==> config.mk <==
export PLATFORM = sky130hd
export DESIGN_NAME = i3c_sdr_tgt
export DESIGN_NICKNAME = d
export VERILOG_FILES = /design/src/rtl/i3c_tgt_pkg.sv /design/src/rtl/i3c_tgt_hdr_match.sv /design/src/rtl/i3c_tgt_len_guard.sv /design/src/rtl/i3c_tgt_ptr.sv /design/src/rtl/i3c_sdr_tgt.sv
export SDC_FILE = /design/constraint.sdc
export NUM_CORES = 1
export LEC_CHECK = 0
export ABC_AREA = 1
export ABC_CLOCK_PERIOD_IN_PS = 3000
export BUFFER_PORTS_ARGS = -buffer_cell sky130_fd_sc_hd__buf_2
export CAP_MARGIN = 20
export CORE_ASPECT_RATIO = 1.5
export CORE_MARGIN = 2
export CORE_UTILIZATION = 45
export CTS_BUF_LIST = sky130_fd_sc_hd__clkbuf_8
export CTS_CLUSTER_DIAMETER = 30
export DETAILED_ROUTE_END_ITERATION = 7
export PLACE_DENSITY = 0.68
export SYNTH_ARGS = -nofsm -noshare
export SYNTH_HDL_FRONTEND = slang
export SYNTH_SLANG_ARGS = --single-unit
==> constraint.sdc <==
create_clock -name clk -period 3 [get_ports clk]
set_input_delay 0.6 -clock clk [delete_from_list [all_inputs] [get_ports clk]]
set_output_delay 0.6 -clock clk [all_outputs]
set_load 0.005 [all_outputs]
==> src/rtl/i3c_tgt_pkg.sv <==
package i3c_tgt_pkg;
   localparam int BYTE_W = 8;
   localparam int HDR_AW = 7;
   localparam int BIT_W  = $clog2(BYTE_W);

   typedef enum logic [2:0] {
      ST_IDLE,
      ST_HDR,
      ST_ACK,
      ST_WDAT,
      ST_WTB,
      ST_RDAT,
      ST_RTB,
      ST_HALT
   } tgt_st_e;
endpackage

==> src/rtl/i3c_tgt_hdr_match.sv <==
module i3c_tgt_hdr_match #(
   parameter int AW = 7
) (
   input  logic [AW:0]   hdr_byte,
   input  logic [AW-1:0] own_addr,
   input  logic          own_vld,
   output logic          hit,
   output logic          rnw
);
   // header layout: address in the upper bits, direction in bit 0 (1 = read)
   assign hit = own_vld && (hdr_byte[AW:1] == own_addr);
   assign rnw = hdr_byte[0];
endmodule

==> src/rtl/i3c_tgt_len_guard.sv <==
module i3c_tgt_len_guard #(
   parameter int LEN_W = 8
) (
   input  logic             clk,
   input  logic             rst_n,
   input  logic             clr,
   input  logic             bump,
   input  logic [LEN_W-1:0] limit,
   output logic             none_yet,
   output logic             at_limit
);
   localparam logic [LEN_W-1:0] CNT_MAX = {LEN_W{1'b1}};

   logic [LEN_W-1:0] cnt_q;

   always_ff @(posedge clk or negedge rst_n) begin
      if (!rst_n) begin
         cnt_q <= '0;
      end else if (clr) begin
         cnt_q <= bump ? LEN_W'(1) : '0;
      end else if (bump && cnt_q != CNT_MAX) begin
         cnt_q <= cnt_q + LEN_W'(1);
      end
   end

   assign none_yet = (cnt_q == '0);
   assign at_limit = (cnt_q >= limit);
endmodule

==> src/rtl/i3c_tgt_ptr.sv <==
module i3c_tgt_ptr #(
   parameter int AW       = 8,
   parameter bit AUTO_INC = 1'b1
) (
   input  logic          clk,
   input  logic          rst_n,
   input  logic          load,
   input  logic [AW-1:0] load_val,
   input  logic          step,
   output logic [AW-1:0] ptr
);
   generate
      if (AUTO_INC) begin : g_inc
         always_ff @(posedge clk or negedge rst_n) begin
            if (!rst_n)     ptr <= '0;
            else if (load)  ptr <= load_val;
            else if (step)  ptr <= ptr + AW'(1);
         end
      end else begin : g_fixed
         logic unused_step;
         assign unused_step = step;
         always_ff @(posedge clk or negedge rst_n) begin
            if (!rst_n)     ptr <= '0;
            else if (load)  ptr <= load_val;
         end
      end
   endgenerate
endmodule

==> src/rtl/i3c_sdr_tgt.sv <==
module i3c_sdr_tgt
   import i3c_tgt_pkg::*;
#(
   parameter int REG_AW   = 8,
   parameter int LEN_W    = 8,
   parameter bit AUTO_INC = 1'b1
) (
   input  logic              clk,
   input  logic              rst_n,
   input  logic              scl_rise,
   input  logic              scl_fall,
   input  logic              sda_in,
   input  logic              bus_start,
   input  logic              bus_stop,
   input  logic [6:0]        dyn_addr,
   input  logic              dyn_addr_vld,
   input  logic [LEN_W-1:0]  max_wr_len,
   input  logic [LEN_W-1:0]  max_rd_len,
   output logic              sda_oe,
   output logic              sda_o,
   output logic              sda_pp,
   output logic [REG_AW-1:0] reg_ptr,
   output logic              reg_wr,
   output logic [7:0]        reg_wdata,
   output logic              reg_rd,
   input  logic [7:0]        reg_rdata
);
   localparam logic [BIT_W-1:0] LAST_BIT = BIT_W'(BYTE_W - 1);

   generate
      if (REG_AW < 1 || REG_AW > 16) begin : g_bad_aw
         $error("REG_AW must lie in 1..16");
      end
      if (LEN_W < 1 || LEN_W > 16) begin : g_bad_len
         $error("LEN_W must lie in 1..16");
      end
      if (REG_AW > BYTE_W) begin : g_bad_ptr
         $error("REG_AW cannot exceed the pointer byte width");
      end
   endgenerate

   tgt_st_e            st_q;
   logic [BIT_W-1:0]   bcnt_q;
   logic [BYTE_W-2:0]  rx_q;
   logic [BYTE_W-1:0]  tx_q;
   logic               rnw_q;

   logic [BYTE_W-1:0]  rx_byte;
   logic               ev_ok, last_bit;
   logic               hdr_done, hit, rnw;
   logic               wbyte_done, fetch_hdr, fetch_tb;
   logic               first_w, at_limit, ptr_load;
   logic [LEN_W-1:0]   lim_sel;

   assign rx_byte  = {rx_q, sda_in};
   assign ev_ok    = !bus_start && !bus_stop;
   assign last_bit = (bcnt_q == LAST_BIT);

   i3c_tgt_hdr_match #(.AW(HDR_AW)) u_match (
      .hdr_byte (rx_byte),
      .own_addr (dyn_addr),
      .own_vld  (dyn_addr_vld),
      .hit      (hit),
      .rnw      (rnw)
   );

   assign hdr_done   = ev_ok && scl_rise && last_bit && (st_q == ST_HDR);
   assign wbyte_done = ev_ok && scl_rise && last_bit && (st_q == ST_WDAT);
   assign fetch_hdr  = hdr_done && hit && rnw;
   assign fetch_tb   = ev_ok && scl_rise && (st_q == ST_RTB) && !at_limit;

   assign reg_wr    = wbyte_done && !first_w;
   assign reg_wdata = rx_byte;
   assign reg_rd    = fetch_hdr || fetch_tb;
   assign ptr_load  = wbyte_done && first_w;
   assign lim_sel   = rnw_q ? max_rd_len : max_wr_len;

   i3c_tgt_len_guard #(.LEN_W(LEN_W)) u_len (
      .clk      (clk),
      .rst_n    (rst_n),
      .clr      (hdr_done),
      .bump     (wbyte_done || reg_rd),
      .limit    (lim_sel),
      .none_yet (first_w),
      .at_limit (at_limit)
   );

   i3c_tgt_ptr #(.AW(REG_AW), .AUTO_INC(AUTO_INC)) u_ptr (
      .clk      (clk),
      .rst_n    (rst_n),
      .load     (ptr_load),
      .load_val (rx_byte[REG_AW-1:0]),
      .step     (reg_wr || reg_rd),
      .ptr      (reg_ptr)
   );

   // bit sequencer: sample on rising strobes, drive on falling strobes
   always_ff @(posedge clk or negedge rst_n) begin
      if (!rst_n) begin
         st_q   <= ST_IDLE;
         bcnt_q <= '0;
         rx_q   <= '0;
         tx_q   <= '0;
         rnw_q  <= 1'b0;
         sda_oe <= 1'b0;
         sda_o  <= 1'b1;
         sda_pp <= 1'b0;
      end else if (bus_start) begin
         st_q   <= ST_HDR;
         bcnt_q <= '0;
         sda_oe <= 1'b0;
      end else if (bus_stop) begin
         st_q   <= ST_IDLE;
         sda_oe <= 1'b0;
      end else if (scl_rise) begin
         unique case (st_q)
            ST_HDR: begin
               rx_q   <= rx_byte[BYTE_W-2:0];
               bcnt_q <= bcnt_q + BIT_W'(1);
               if (last_bit) begin
                  st_q  <= hit ? ST_ACK : ST_HALT;
                  rnw_q <= rnw;
                  if (fetch_hdr) tx_q <= reg_rdata;
               end
            end
            ST_ACK: begin
               st_q   <= rnw_q ? ST_RDAT : ST_WDAT;
               bcnt_q <= '0;
            end
            ST_WDAT: begin
               rx_q   <= rx_byte[BYTE_W-2:0];
               bcnt_q <= bcnt_q + BIT_W'(1);
               if (last_bit) st_q <= ST_WTB;
            end
            ST_WTB: begin
               st_q <= at_limit ? ST_HALT : ST_WDAT;
            end
            ST_RDAT: begin
               tx_q   <= {tx_q[BYTE_W-2:0], 1'b0};
               bcnt_q <= bcnt_q + BIT_W'(1);
               if (last_bit) st_q <= ST_RTB;
            end
            ST_RTB: begin
               if (at_limit) begin
                  st_q <= ST_HALT;
               end else begin
                  tx_q <= reg_rdata;
                  st_q <= ST_RDAT;
               end
            end
            default: ;
         endcase
      end else if (scl_fall) begin
         unique case (st_q)
            ST_ACK: begin
               sda_oe <= 1'b1;
               sda_o  <= 1'b0;
               sda_pp <= 1'b0;
            end
            ST_RDAT: begin
               sda_oe <= 1'b1;
               sda_o  <= tx_q[BYTE_W-1];
               sda_pp <= 1'b1;
            end
            ST_WTB, ST_RTB: begin
               sda_oe <= 1'b1;
               sda_o  <= at_limit;
               sda_pp <= 1'b1;
            end
            default: begin
               sda_oe <= 1'b0;
            end
         endcase
      end
   end
endmodule

==> results of run 1 <==
-- cells in the final DEF (no fill, tap or decap), drive strengths merged, types with 2 or more instances in the layout --
master and instances:
xnor2 5, nand2 118, a32o 2, buf 60
clkbuf 6, o21ai 30, a21oi 6, dfrtp 40
ha 13, nand3 31, nand4 19, inv 49
nor2 26, xor2 10, mux2i 7
-- cell type report --
| class | count | area, um^2 | area share |
|---|---|---|---|
| sequential | 41 | 1028 | 0.3177 |
| clock inverter | 2 | 37.54 | 0.01160 |
| tap | 74 | 92.59 | 0.02860 |
| multi-input combinational | 274 | 1509 | 0.4662 |
| clock buffer | 6 | 82.58 | 0.02551 |
| inverter | 49 | 183.9 | 0.05682 |
| timing repair buffer | 60 | 302.8 | 0.09354 |
-- cells in the mapped netlist, types with 2 or more instances --
| cell | n |
|---|---|
| ha_1 | 13 |
| buf_2 | 3 |
| nor2_4 | 3 |
| nor2_1 | 23 |
| nand2_4 | 2 |
| a32o_1 | 2 |
| mux2i_1 | 7 |
| o21ai_0 | 17 |
| inv_2 | 5 |
| nand3_2 | 3 |
| inv_1 | 44 |
| o21ai_1 | 13 |
| nand2_1 | 115 |
| xnor2_1 | 5 |
| buf_4 | 2 |
| clkbuf_1 | 2 |
| a21oi_1 | 6 |
| nand3_1 | 27 |
| xor2_1 | 10 |
| nand4_1 | 18 |
| dfrtp_1 | 40 |
-- worst paths after layout --
kind,from,to,slack [ns],depth (start not counted)
setup / recovery,rnw_q$_DFFE_PN0P_,reg_rd,0.22,7
hold / removal,rst_n,u_len.cnt_q[4]$_DFFE_PN0P_,0.42,1
setup reg to reg,rnw_q$_DFFE_PN0P_,tx_q[3]$_DFFE_PN0P_,0.69,9
hold reg to reg,sda_o$_DFFE_PN1P_,sda_o$_DFFE_PN1P_,0.49,2
max in group asynchronous,rst_n,rnw_q$_DFFE_PN0P_,1.94,1
min in group clk,sda_o$_DFFE_PN1P_,sda_o$_DFFE_PN1P_,0.49,2
-- kinds of logic after synthesis --
family	Yosys count	share of synthesized area
flops	41	0.3690
xor+xnor	15	0.04719
buf+inv	58	0.08899
mux	7	0.02517
simple gates	196	0.3254
fa+ha+maj	13	0.05843
compound gates	43	0.08585
-- power by group --
| part | switching [mW] | internal, mW | leakage [nW] |
|---|---|---|---|
| Sequential | 0.0455 | 0.607 | 0.541 |
| Clock | 0.204 | 0.271 | 0.0574 |
| Combinational | 0.115 | 0.0903 | 1.22 |
-- timing repair --
item | in CTS | in global routing
hold buffers | 0 | 0
resized for setup | 0 | 1
setup endpoints to repair | 0 | 1
-- flip-flops by register name (all words and copies together) (netlist names) --
signal,cells
bcnt_q,3
rx_q,7
u_len.cnt_q,8
sda_oe,1
rnw_q,1
tx_q,8
sda_pp,1
sda_o,1
st_q,3
u_ptr.ptr,8
-- metal layers --
layer | global-route usage | up-vias
li1 | - | 1329
met1 | 0.2502 | 1154
met2 | 0.3630 | 64
met3 | 0.03924 | 12
met4 | 0.06923 | 0
met5 | 0 | -
-- stage by stage --
stage,area (um^2),worst slack (ns)
after global routing,3237,0.01357
after CTS,3236,0.03750
after global placement,3115,0.4644
after floorplan,2784,0.5747
final,3237,0.2164
after detailed placement,3115,0.3699
-- worst max-delay path: cells and delay by family, from the launching register on --
family,cells,cell delay (ns)
muxes,1,0.24
adders and majority gates,1,0.27
AOI/OAI and AO/OA,1,0.16
and+or+nand+nor,3,0.56
DFF,1,0.54
buffers and inverters,1,0.12
==> flow_metrics.env, run 1 <==
export IMPL_status="finished clean"
export IMPL_wl_met2_um=3211
export IMPL_finClkSkew_ns=0.01001
export IMPL_fin_crit_ns=2.784
export IMPL_io_pin_count=60
export IMPL_cts_root_buf="clkbuf_8"
export IMPL_end_kind="output port"
export IMPL_antenna_cells=0
export IMPL_yosysUniqueCellTypes=34
export IMPL_io_buffers=59
export IMPL_cts_made_buffers=5
export IMPL_synth_cells=373
export IMPL_hold_viol=0
export IMPL_cts_tree="done"
export IMPL_vias_per_cell=5.057
export IMPL_yosysTopAreaCell="dfrtp_1"
export IMPL_cp_slowest_cell="dfrtp_2"
export IMPL_num_fill_cells=605
export IMPL_yosysWarningCount=0
export IMPL_synth_top_area_share=0.3596
export IMPL_max_freq_ghz=0.3592
export IMPL_ys_ff_latch=41
export IMPL_finalCritPeriodShare=0.9279
export IMPL_cp_cell_sequence="mux2i_1 > ha_1 > a21o_1 > nor2_1 > nand4_2 > nand2_1 > buf_2"
export IMPL_worstSetupPathType="reg -> out"
export IMPL_routed_wl_um=6354
export IMPL_htree_levels=2
export IMPL_synth_edf_count=0
export IMPL_crit_fanout=10
export IMPL_final_cells=506
export IMPL_holdCritPathClass="in -> async"
export IMPL_via_count=2559
export IMPL_cts_path_max_buffers=2
export IMPL_synth_top_cells_by_area="dfrtp_1 (36%), nand2_1 (16%), inv_1 (5.9%), ha_1 (5.8%), nand3_1 (4.9%)"
export IMPL_cts_sinks=41
export IMPL_die_width_um=68.22
export IMPL_leakagePower_nw=1.821
export IMPL_async_flop_share=1.000
export IMPL_grt_pass1_vias=2512
export IMPL_ys_seq_area_frac=0.3690
export IMPL_post_cts_setup_buffers=0
export IMPL_postRouteAntennaNets=0
export IMPL_arrival_ns=2.18
export IMPL_drtIter0Drc=166
export IMPL_dpl_hpwl_um=4864
export IMPL_clk_insertion_delay_late_ns=0.30
export IMPL_power_density_nw_per_um2=411.9
export IMPL_rsz0062_at_grt="false"
export IMPL_start_kind="register"
export IMPL_layout_drive_gt1_share=0.2014
export IMPL_finalWeightedCongestion=0.8630
export IMPL_final_util=0.5356
export IMPL_dieHeight_um=100.3
export IMPL_syn2layout_area_growth_pct=16.27
export IMPL_max_stage_delay_ns=0.54
export IMPL_drc=0
export IMPL_setup_violations_final=0
export IMPL_syn_avg_cell_area_um2=7.464
export IMPL_met1_length_um=2716
export IMPL_top_layer_used="met4"
export IMPL_fin_total_pwr_mw=1.333
export IMPL_syn_area_um2=2784
export IMPL_post_drt_wl_per_cell_um=12.56
export IMPL_syn_nets=425
export IMPL_nets=483
export IMPL_synth_flop_cell="dfrtp_1"
export IMPL_dp_cells=498
export IMPL_start_util=0.4607
export IMPL_antenna_found_initial=0
export IMPL_path_clk_slew_ns=0.08
export IMPL_track_usage=0.2081
export IMPL_tightest_slew_ns=0.9205
export IMPL_grt_pass1_wl_um=11120
export IMPL_relSlewSlack=0.3863
export IMPL_drv_slew=0
export IMPL_core_um2=6043
export IMPL_cap_violations=0
export IMPL_gr_total_overflow=0
export IMPL_dieArea_um2=6845
export IMPL_drtPass1Iterations=4
export IMPL_hold_ws_ns=0.4226
export IMPL_grt_max_degree=42
export IMPL_rows=35
export IMPL_irDropWorstVdd_v=0.0003287
export IMPL_tns_ns=0
export IMPL_cp_required_ns=2.40
export IMPL_wl_met3_um=302
(Power assumes the default switching activity.)
==> run 2: changes to the inputs <==
Settings changed: PLACE_DENSITY 0.68 to 0.67.
==> flow_metrics.env, run 2 (synthesized netlist as in run 1, its figures left out) <==
export IMPL_tightest_slew_ns=0.9446
export IMPL_start_util=0.4607
export IMPL_mostFrequentLayoutCells="nand2_1 (115), buf_2 (59), inv_1 (44), dfrtp_1 (40), nand3_1 (27)"
export IMPL_io_pin_count=60
export IMPL_irDropWorstVdd_v=0.0001908
export IMPL_drv_slew=0
export IMPL_syn2layout_area_growth_pct=15.64
export IMPL_cp_required_ns=2.40
export IMPL_crit_fanout=10
export IMPL_holdCritPathClass="in -> async"
export IMPL_layout_commonest_cell="nand2_1"
export IMPL_cts_resized_gates=0
export IMPL_holdBufCountCts=0
export IMPL_leakagePower_nw=1.820
export IMPL_reg2reg_depth=12
export IMPL_dpl_cell_area_um2=3123
export IMPL_post_cts_setup_buffers=0
export IMPL_gr_total_overflow=0
export IMPL_finalCritPeriodShare=0.8980
export IMPL_io_buffers=59
export IMPL_grt_pass1_vias=2506
export IMPL_hold_viol=0
export IMPL_path_clk_slew_ns=0.09
export IMPL_cpMostUsedCell="nand2_1"
export IMPL_dieHeight_um=100.3
export IMPL_fin_total_pwr_mw=1.250
export IMPL_vias_per_cell=5.146
export IMPL_via_count=2609
export IMPL_dieArea_um2=6845
export IMPL_grt_pass1_wl_um=10860
export IMPL_rsz0062_at_grt="false"
export IMPL_cts_root_buf="clkbuf_8"
export IMPL_dpl_hpwl_um=4897
export IMPL_worst_path_buf_inv=2
export IMPL_track_usage=0.2053
export IMPL_top_regs="tx_q (8), u_len.cnt_q (8), u_ptr.ptr (8)"
export IMPL_fin_crit_ns=2.694
export IMPL_status="finished clean"
export IMPL_routed_wl_um=6379
export IMPL_final_area_um2=3219
export IMPL_clk_insertion_delay_late_ns=0.30
export IMPL_layout_drive_gt1_share=0.2009
export IMPL_nets=484
export IMPL_cts_tree="done"
export IMPL_rows=35
export IMPL_antenna_cells=0
export IMPL_core_um2=6043
export IMPL_drtPass1Iterations=4
export IMPL_tns_ns=0
export IMPL_post_drt_wl_per_cell_um=12.58
export IMPL_grt_max_degree=42
export IMPL_power_density_nw_per_um2=388.2
export IMPL_cp_slowest_cell="dfrtp_1"
export IMPL_max_freq_ghz=0.3712
export IMPL_worstSetupPathType="reg -> out"
export IMPL_relSlewSlack=0.3703
export IMPL_critical_path_cell_count=10
export IMPL_cap_violations=0
export IMPL_finClkSkew_ns=0.01222
export IMPL_end_kind="output port"
export IMPL_place_ws_ns=0.4620
export IMPL_die_width_um=68.22
export IMPL_finalWeightedCongestion=0.8695
export IMPL_htree_levels=2
export IMPL_cp_cell_sequence="mux2i_1 > ha_1 > nand2_1 > inv_1 > nand2_1 > nand2_1 > nand2_1 > nand4_2 > nand2_1 > buf_2"
export IMPL_cts_sinks=41
export IMPL_cts_made_buffers=5
export IMPL_postRouteAntennaNets=0
export IMPL_max_stage_delay_ns=0.66
export IMPL_antenna_found_initial=0
export IMPL_cts_path_max_buffers=2
export IMPL_start_kind="register"
export IMPL_arrival_ns=2.09
export IMPL_drc=0
export IMPL_setup_violations_final=0
export IMPL_drtIter0Drc=182
export IMPL_worst_slack_ns=0.3060
export IMPL_crit_family="flip-flops"
==> run 2: worst reg2reg max path, delay by kind of cell (launching register included) <==
family                     cells  cell delay [ns]
adders and majority gates      1             0.27
and+or+nand+nor                8             0.99
AOI/OAI and AO/OA              1             0.07
muxes                          1             0.28
DFF                            1             0.66
buffers and inverters          1             0.04
==> run 2: final cells by class <==
cell class	instances	area, um^2
sequential	41	1027
timing repair buffer	61	310.3
clock inverter	2	13.76
fill	625	2824
tap	74	92.59
multi-input combinational	274	1509
inverter	49	183.9
clock buffer	6	82.58
==> run 2: where the power goes <==
group	internal (mW)	total [mW]	switching, mW
Combinational	0.0903	0.208	0.118
Sequential	0.608	0.654	0.0464
Clock	0.187	0.388	0.201
Total	0.884	1.25	0.365
==> run 2: worst paths after layout <==
kind                                     from                          to  slack (ns)
max in group asynchronous               rst_n         rx_q[3]$_DFFE_PN0P_        1.96
max reg2reg                 rnw_q$_DFFE_PN0P_         tx_q[6]$_DFFE_PN0P_        0.59
min in group clk           sda_pp$_DFFE_PN0P_          sda_pp$_DFFE_PN0P_        0.49
min reg2reg                sda_pp$_DFFE_PN0P_          sda_pp$_DFFE_PN0P_        0.49
max                         rnw_q$_DFFE_PN0P_                      reg_rd        0.31
min                                     rst_n  u_len.cnt_q[0]$_DFFE_PN0P_        0.44
==> run 2: per-stage QoR <==
| step | hold slack [ns] | instances | utilization |
|---|---|---|---|
| after floorplan | 0.3044 | 373 | - |
| after detailed placement | 0.4762 | 499 | 0.5168 |
| after CTS | 0.4713 | 507 | 0.5327 |
| final | 0.4361 | 507 | 0.5327 |
| after global placement | 0.4764 | 499 | 0.5168 |
| after global routing | 0.5023 | 507 | 0.5327 |
==> run 2: layer usage <==
metal  global-route usage  share of wire  wire, um
met5                    0              0         0
met4              0.08462          0.028       177
met3              0.02691          0.033       209
met2               0.3547           0.52      3326
met1               0.2500           0.42      2665
